===== config.mk =====
export PLATFORM = sky130hd
export DESIGN_NAME = mw_reg_slave
export DESIGN_NICKNAME = d
export VERILOG_FILES = /design/src/rtl/mw_pkg.sv /design/src/rtl/mw_sync.sv /design/src/rtl/mw_shifter.sv /design/src/rtl/mw_ctrl.sv /design/src/rtl/mw_reg_slave.sv
export SDC_FILE = /design/constraint.sdc
export NUM_CORES = 1
export LEC_CHECK = 0
export BUFFER_PORTS_ARGS = -buffer_cell sky130_fd_sc_hd__buf_2
export CORE_MARGIN = 3
export CORE_UTILIZATION = 61
export DETAILED_ROUTE_END_ITERATION = 8
export GPL_TIMING_DRIVEN = 0
export PLACE_DENSITY = 0.83
export SKIP_LAST_GASP = 1
export SLEW_MARGIN = 20
export SYNTH_ARGS = -nofsm -noshare
export SYNTH_HDL_FRONTEND = slang
export SYNTH_SLANG_ARGS = --single-unit

===== constraint.sdc =====
create_clock -name clk -period 3.85 [get_ports clk]
set_clock_uncertainty 0.05 [all_clocks]
set_input_delay 0.77 -clock clk [delete_from_list [all_inputs] [get_ports clk]]
set_output_delay 0.77 -clock clk [all_outputs]
set_load 0.02 [all_outputs]

===== src/rtl/mw_pkg.sv =====
package mw_pkg;

    localparam int CMD_W = 2;

    typedef enum logic [CMD_W-1:0] {
        CMD_READ  = 2'b00,
        CMD_WRITE = 2'b01,
        CMD_BURST = 2'b10,
        CMD_SYNC  = 2'b11
    } mw_cmd_e;

    typedef enum logic [1:0] {
        PH_CMD,
        PH_WDATA,
        PH_BURST
    } mw_phase_e;

    typedef enum logic [1:0] {
        OP_NONE,
        OP_READ,
        OP_WRITE
    } mw_op_e;

    function automatic logic op_reads_back(input mw_op_e op, input logic is_txd);
        return (op == OP_READ) || ((op == OP_WRITE) && !is_txd);
    endfunction

endpackage


===== src/rtl/mw_sync.sv =====
module mw_sync #(
    parameter int           W       = 1,
    parameter logic [W-1:0] RST_VAL = '0
) (
    input  logic         clk,
    input  logic         rst,
    input  logic [W-1:0] d,
    output logic [W-1:0] q
);
    logic [W-1:0] meta;

    always_ff @(posedge clk) begin
        if (rst) begin
            meta <= RST_VAL;
            q    <= RST_VAL;
        end else begin
            meta <= d;
            q    <= meta;
        end
    end
endmodule


===== src/rtl/mw_shifter.sv =====
module mw_shifter #(
    parameter int BW = 8
) (
    input  logic          clk,
    input  logic          rst,
    input  logic          cs_n_s,
    input  logic          sck_s,
    input  logic          sdi_s,
    input  logic          load,
    input  logic [BW-1:0] load_val,
    input  logic [BW-1:0] hold_val,
    output logic          byte_done,
    output logic [BW-1:0] rx_byte,
    output logic          cs_rise,
    output logic          sdo
);
    localparam int CW = $clog2(BW + 1);

    logic          cs_q, sck_q;
    logic [BW-1:0] rx_q, tx_q;
    logic [CW-1:0] cnt_q;
    logic          cs_fall, sck_rise, sck_fall;

    assign cs_fall  = cs_q & ~cs_n_s;
    assign cs_rise  = ~cs_q & cs_n_s;
    assign sck_rise = ~sck_q & sck_s & ~cs_n_s;
    assign sck_fall = sck_q & ~sck_s & ~cs_n_s;

    always_ff @(posedge clk) begin
        if (rst) begin
            cs_q      <= 1'b1;
            sck_q     <= 1'b0;
            rx_q      <= '0;
            tx_q      <= '0;
            cnt_q     <= '0;
            byte_done <= 1'b0;
        end else begin
            cs_q      <= cs_n_s;
            sck_q     <= sck_s;
            byte_done <= 1'b0;
            if (cs_n_s) begin
                cnt_q <= '0;
            end else if (sck_rise) begin
                rx_q  <= {rx_q[BW-2:0], sdi_s};
                cnt_q <= cnt_q + 1'b1;
            end else if (sck_fall) begin
                if (cnt_q == CW'(BW)) begin
                    byte_done <= 1'b1;
                    cnt_q     <= '0;
                end else begin
                    tx_q <= {tx_q[BW-2:0], 1'b0};
                end
            end
            if (cs_fall) begin
                tx_q <= hold_val;
            end else if (load) begin
                tx_q <= load_val;
            end
        end
    end

    assign rx_byte = rx_q;
    assign sdo     = tx_q[BW-1];
endmodule


===== src/rtl/mw_ctrl.sv =====
module mw_ctrl
    import mw_pkg::*;
#(
    parameter int              AW       = 6,
    parameter logic [2**AW-1:0] TXD_MASK = '0
) (
    input  logic            clk,
    input  logic            rst,
    input  logic            byte_done,
    input  logic [AW+1:0]   rx_byte,
    input  logic            cs_rise,
    input  logic [AW+1:0]   rf_rdata,
    output logic [AW-1:0]   rf_addr,
    output logic [AW+1:0]   rf_wdata,
    output logic            rf_wr,
    output logic            rf_rd,
    output logic            rf_clr,
    output logic            load,
    output logic [AW+1:0]   load_val,
    output logic [AW+1:0]   hold_val
);
    localparam int BW = AW + 2;

    mw_phase_e     phase_q;
    mw_op_e        s1_op_q;
    logic          s1_v_q, s2_v_q, s2_rd_q, s2_clr_q, s2_zero_q;
    logic [AW-1:0] addr_q;
    logic [BW-1:0] wdata_q, hold_q;
    mw_cmd_e       cmd;

    assign cmd = mw_cmd_e'(rx_byte[BW-1:AW]);

    always_ff @(posedge clk) begin
        if (rst) begin
            phase_q   <= PH_CMD;
            s1_op_q   <= OP_NONE;
            s1_v_q    <= 1'b0;
            s2_v_q    <= 1'b0;
            s2_rd_q   <= 1'b0;
            s2_clr_q  <= 1'b0;
            s2_zero_q <= 1'b0;
            addr_q    <= '0;
            wdata_q   <= '0;
            hold_q    <= '0;
        end else begin
            s1_v_q <= byte_done;
            if (byte_done) begin
                unique case (phase_q)
                    PH_CMD: begin
                        addr_q  <= rx_byte[AW-1:0];
                        s1_op_q <= (cmd == CMD_READ) ? OP_READ : OP_NONE;
                        if (cmd == CMD_WRITE)      phase_q <= PH_WDATA;
                        else if (cmd == CMD_BURST) phase_q <= PH_BURST;
                    end
                    PH_WDATA: begin
                        s1_op_q <= OP_WRITE;
                        wdata_q <= rx_byte;
                        phase_q <= PH_CMD;
                    end
                    default: begin
                        s1_op_q <= OP_WRITE;
                        wdata_q <= rx_byte;
                    end
                endcase
            end
            if (cs_rise) phase_q <= PH_CMD;

            s2_v_q    <= s1_v_q;
            s2_rd_q   <= s1_v_q && op_reads_back(s1_op_q, TXD_MASK[addr_q]);
            s2_clr_q  <= s1_op_q == OP_READ;
            s2_zero_q <= (s1_op_q == OP_WRITE) && TXD_MASK[addr_q];
            if (s2_v_q) hold_q <= load_val;
        end
    end

    assign rf_addr  = addr_q;
    assign rf_wdata = wdata_q;
    assign rf_wr    = s1_v_q && (s1_op_q == OP_WRITE);
    assign rf_rd    = s2_v_q && s2_rd_q;
    assign rf_clr   = rf_rd && s2_clr_q;
    assign load     = s2_v_q;
    assign load_val = s2_rd_q ? rf_rdata : (s2_zero_q ? '0 : hold_q);
    assign hold_val = hold_q;
endmodule


===== src/rtl/mw_reg_slave.sv =====
module mw_reg_slave #(
    parameter int               AW       = 6,
    parameter logic [2**AW-1:0] TXD_MASK = '0
) (
    input  logic          clk,
    input  logic          rst,
    input  logic          cs_n,
    input  logic          sck,
    input  logic          sdi,
    output logic          sdo,
    output logic [AW-1:0] rf_addr,
    output logic [AW+1:0] rf_wdata,
    output logic          rf_wr,
    output logic          rf_rd,
    output logic          rf_clr,
    input  logic [AW+1:0] rf_rdata
);
    localparam int BW = AW + 2;

    logic [2:0]    pins_s;
    logic          byte_done, cs_rise, load;
    logic [BW-1:0] rx_byte, load_val, hold_val;

    mw_sync #(.W(3), .RST_VAL(3'b100)) u_sync (
        .clk (clk),
        .rst (rst),
        .d   ({cs_n, sck, sdi}),
        .q   (pins_s)
    );

    mw_shifter #(.BW(BW)) u_shift (
        .clk       (clk),
        .rst       (rst),
        .cs_n_s    (pins_s[2]),
        .sck_s     (pins_s[1]),
        .sdi_s     (pins_s[0]),
        .load      (load),
        .load_val  (load_val),
        .hold_val  (hold_val),
        .byte_done (byte_done),
        .rx_byte   (rx_byte),
        .cs_rise   (cs_rise),
        .sdo       (sdo)
    );

    mw_ctrl #(.AW(AW), .TXD_MASK(TXD_MASK)) u_ctrl (
        .clk       (clk),
        .rst       (rst),
        .byte_done (byte_done),
        .rx_byte   (rx_byte),
        .cs_rise   (cs_rise),
        .rf_rdata  (rf_rdata),
        .rf_addr   (rf_addr),
        .rf_wdata  (rf_wdata),
        .rf_wr     (rf_wr),
        .rf_rd     (rf_rd),
        .rf_clr    (rf_clr),
        .load      (load),
        .load_val  (load_val),
        .hold_val  (hold_val)
    );
endmodule


== Word-level counts from Yosys, hierarchy flattened ==
Memories as Yosys holds them, arrays and structs flattened. A register that Yosys moved wholly into a read port is not among the register bits.
Index checks and enable logic that the tools add are counted.
Widths: inputs -> output; s select.

* Bits in registers: 60
* Memory bits (read-only): 64
* Bits of input ports: 13
* Output and inout port bits: 18
* Word-level logic and storage cells: 86
* Memories kept: 1

* Add/sub/neg operators: 1
* $lt $le $gt $ge: 1
* Equal/unequal tests: 10
* Muxes and demuxes: 20
* Bitwise operators: 12
* Reductions and logical operators: 23

{| class="wikitable"
|+ Memories
! memory !! words !! width !! read ports !! clocked after Yosys merged registers in !! wr ports !! RTL line !! text
|-
| (name not given) || 64 || 1 || 1 || 1 || 0 || mw_ctrl.sv:69 || <nowiki>s2_rd_q <= s1_v_q && op_reads_back(s1_op_q, TXD_MASK[addr_q]);</nowiki>
|}

{| class="wikitable"
|+ Operators by type and width
! operator !! count
|-
| $mux 8 || 8
|-
| $mux 4 || 3
|-
| $mux 6 || 2
|-
| $ne 3x1->1 const B || 4
|-
| $reduce_and 2->1 || 4
|-
| $lt 6x7->1 const B || 1
|-
| $and 1x1->1 || 6
|-
| $eq 2x1->1 const B || 3
|-
| $logic_and 1x1->1 || 6
|-
| $mux 2 || 3
|-
| $not 1->1 || 6
|-
| $reduce_bool 2->1 || 3
|-
| $add 4x1->4 const B || 1
|-
| $eq 2x2->1 const B || 2
|-
| $eq 4x4->1 const B || 1
|-
| $logic_not 2->1 || 2
|-
| $pmux 2 s2 || 1
|-
| $reduce_and 4->1 || 1
|-
| $reduce_or 2->1 || 2
|-
| $reduce_or 4->1 || 1
|-
| $mux 1 || 3
|-
| $reduce_and 3->1 || 1
|-
| $reduce_bool 3->1 || 1
|-
| $logic_not 1->1 || 1
|-
| $logic_or 1x1->1 || 1
|}

== Longest topological paths before layout ==
* Word-level depth: 8
* Mapped depth: 7
* Depth with buffers taken out: 6

== Hierarchy ==
From an unflattened synthesis, not the netlist that was laid out.

* Cells, all modules: 270
* Area, all modules: 2516.2 µm²

{| class="wikitable"
|+ By module, submodules not included
! module !! instances !! cells each !! area an instance (µm²) !! seq. area each (µm²)
|-
| mw_ctrl || 1 || 133 || 1212.4 || 600.6
|-
| mw_shifter || 1 || 125 || 1146.1 || 460.4
|-
| mw_sync || 1 || 12 || 157.7 || 120.1
|}

== Worst setup path after synthesis ==
Ideal clock, no wire load.

* Path type: register -> output
* From: reg u_ctrl.s2_rd_q
* To: out rf_rd
* Data arrival time: 0.985 ns
* Required time: 3.030 ns
* Path slack: 2.045 ns
* Cell stages (with the launch flop): 5
* Path buffers: 2
* Cells stage by stage: dfxtp_1 -> buf_2 -> buf_2 -> nand2_1 -> inv_2

* Cells in the longest elaborated chain, start to end: 1

{| class="wikitable"
|+ Ends and longest elaborated chain
! item !! RTL line !! text
|-
| start, declared || mw_ctrl.sv:26 || <nowiki>logic s1_v_q, s2_v_q, s2_rd_q, s2_clr_q, s2_zero_q;</nowiki>
|-
| start signal, assigned || mw_ctrl.sv:69 ||
|-
| $logic_and 1x1->1 || mw_ctrl.sv:79 || <nowiki>assign rf_rd = s2_v_q && s2_rd_q;</nowiki>
|-
| end, declared || mw_reg_slave.sv:14 || <nowiki>output logic rf_rd,</nowiki>
|}

No other way between the ends.

== Worst setup path in the final report ==
Ends and elaborated chain as after synthesis.

==> impl_metrics.py <==
metrics = {
    "place": {
        "place_congestion": 0.837,
        "numPortBuffers": 29,
        "hpwl_mm": 3.30,
        "postPlaceCellArea_um2": 2650,
    },
    "cts": {
        "numCtsBuffers": 9,
        "insertion_delay_ps": 330,
        "cts_resized": 0,
        "root_buffer": "clkbuf_8",
        "numClockSinks": 59,
        "cts_buffer_depth": 2,
        "cts_setup_buffers": 0,
        "cts_tree": "built",
        "htree_num_levels": 3,
        "cts_hold_buf": 0,
        "clk_pin_slew_ps": 60,
    },
    "die": {
        "rows": 22,
        "die_area_um2": 4800,
        "die_h_um": 69.3,
        "fp.dieW_um": 69.3,
        "io_pins": 31,
        "initial_utilization_pct": 64.8,
        "core_area_um2": 3770,
    },
    "synthesis": {
        "yosysTopAreaCellShare_pct": 48.3,
        "async_flop_share_pct": 0,
        "synth_edf_count": 0,
        "yosysMostFrequentCell": "dfxtp_1",
        "yosys_warnings": 0,
        "syn_nets": 279,
        "synth_top_cells_by_count": "59 x dfxtp_1, 37 x nor2_1, 26 x nand2_1",
        "ys_types": 44,
        "netlist_area_um2": 2440,
        "netlist.top_cell.by_area": "dfxtp_1",
        "synth-seq-cells": 59,
        "synthTopCellsByArea": "dfxtp_1 48%, mux2i_1 9.0%, nor2_1 5.7%",
        "synthCells": 262,
        "synthFlopType": "dfxtp_1",
        "avgSynthCellArea_um2": 9.33,
        "ys_seq_area_share_pct": 48.3,
    },
    "pwr": {
        "p_leak_nw": 1.15,
        "total_power_mw": 1.18,
        "power_density_nw_per_um2": 419,
        "max-vdd-ir-drop_v": 0.000378,
    },
    "routing": {
        "wl_mm": 4.78,
        "drtAntennaViolNets": 0,
        "viasPerCell": 5.38,
        "drc": 0,
        "drt-pass1-iter-count": 4,
        "wl_per_cell_um": 13.5,
        "drt_iter0_drc": 89,
        "dr_total_vias": 1903,
    },
    "timing": {
        "finalHoldViolations": 0,
        "fin_crit_ps": 2600,
        "fmax_ghz": 0.385,
        "fin_setup_tns_ps": 0,
        "worstMarginPinSlew_ps": 569,
        "max_slew_margin_pct": 62.1,
        "fin_crit_sh_pct": 67.5,
        "setup_violations": 0,
        "maxSlewViolCount": 0,
        "rsz0062_at_grt": "no",
    },
    "critical_path": {
        "worstPathArrival_ps": 1780,
        "crit_type": "reg2out",
        "cp-start-kind": "register",
        "cp_slowest_stage_delay_ps": 310,
        "crit_slowest_cell": "dfxtp_1",
        "endpoint_kind": "output pin",
        "path_common_cell": "buf_2",
        "critical_path_required_ps": 3030,
        "path_max_fanout": 10,
        "crit_chain": "buf_2 > buf_2 > nand2_1 > inv_2 > buf_2",
    },
    "grt": {
        "grt_pass1_wl_mm": 8.26,
        "grt_pass1_vias": 1825,
        "globalRouteOverflowTotal": 0,
        "grt_usage_pct": 21.5,
        "grt_max_degree": 11,
        "antenna_found_initial": 0,
    },
    "run": {
        "cap_violations": 0,
    },
    "outcome": {
        "outcome": "completed",
    },
    "final_layout": {
        "num_antenna_cells": 0,
        "finalInstanceArea_um2": 2830,
        "area_growth_pct": 15.6,
        "fillers": 276,
        "final_util_pct": 74.9,
        "finalNetCount": 319,
        "drive_gt1_share_pct": 21.2,
    },
    "worst_hold_path": {
        "hp-class": "reg2reg",
    },
}
worst paths after layout:
| check | startpoint | endpoint | slack, ps | cells after the start |
|---|---|---|---|---|
| worst min register to register | u_sync.meta[2] | u_sync.q[2] | 360 | 1 |
| worst max-delay path | u_ctrl.s2_rd_q | rf_rd | 1250 | 5 |
| worst max register to register | u_shift.cnt_q[0] | u_shift.tx_q[6] | 2130 | 7 |
| worst min-delay path | u_sync.meta[2] | u_sync.q[2] | 360 | 1 |
final cells by class:
class	instances	area (um^2)	share of cell area, %
clock inverter	3	40.0	1.42
inverter	16	60.1	2.13
multi-input combinational	171	1120	39.6
buffer	16	85.1	3.01
tap	48	60.1	2.13
timing repair buffer	29	145	5.14
clock buffer	12	135	4.78
sequential	59	1180	41.8
critical path, delay by kind of cell, from the launching register on:
family	cells	cell delay, ps
simple gates	1	260
flops	1	310
buf+inv	4	870
per-stage QoR:
stage          setup WS, ps  hold slack [ps]  instances
3_3_place_gp           1620              343        339
6_report               1250              361        354
2_1_floorplan          2040              339        262
5_1_grt                1100              394        354
4_1_cts                1230              362        354
3_5_place_dp           1610              343        339
placed cells by master (no fill, tap or decap), types with 2 or more instances in the layout:
master and n:
a211oi_1 4, a211oi_2 3, a21oi_1 12, a221oi_1 4, a221oi_2 3, a22oi_1 2
and2_1 2, and3_1 6, buf_2 34, buf_4 3, clkbuf_1 10, clkbuf_8 9
clkinv_2 2, dfxtp_1 59, ha_1 4, inv_1 14, mux2i_1 22, nand2_1 26
nand2b_1 4, nand3_1 2, nor2_1 37, nor2b_1 9, nor3b_1 3, o21ai_0 3
o22ai_1 6, or2_2 2
sequential cells by signal (all words and copies together) (netlist names):
register / cells
u_ctrl.s2_rd_q: 1
u_ctrl.load: 1
u_shift.cnt_q: 4
u_ctrl.s2_clr_q: 1
u_ctrl.rf_addr: 6
u_ctrl.phase_q: 2
u_ctrl.rf_wdata: 8
u_shift.byte_done: 1
u_ctrl.s1_v_q: 1
u_sync.q: 3
u_shift.cs_q: 1
u_ctrl.s1_op_q: 2
u_shift.rx_byte: 8
u_shift.tx_q: 8
u_ctrl.hold_val: 8
u_sync.meta: 3
u_shift.sck_q: 1
power by group:
group / total [mW] / internal [mW] / switching (mW) / leakage [nW]
Combinational: 0.0489 / 0.0198 / 0.0291 / 0.586
Clock: 0.513 / 0.294 / 0.219 / 0.0902
Sequential: 0.621 / 0.618 / 0.00301 / 0.477
Total: 1.18 / 0.931 / 0.251 / 1.15
per-layer routing:
metal  part of all wire, %  global-route usage (%)  wire length, um  up-vias
met5                     0                       0                0        -
met4                   2.1                    10.4              102        0
met3                   4.2                    5.65              201        9
met2                    48                    35.6             2310       45
met1                    45                    25.9             2160      876
li1                      -                       -                -      973
kinds of logic (layout without fill, tap and decap cells):
logic type	count (synthesis)	in the layout	synth area share, %
and+or+nand+nor	99	99	19.5
DFF	59	59	48.3
AOI/OAI and AO/OA	45	45	14.8
buffers and inverters	32	76	5.94
muxes	22	22	9.01
adders and majority gates	4	4	2.05
xor gates and xnor gates	1	1	0.358
Note: power is estimated with default switching activity, not from simulation.
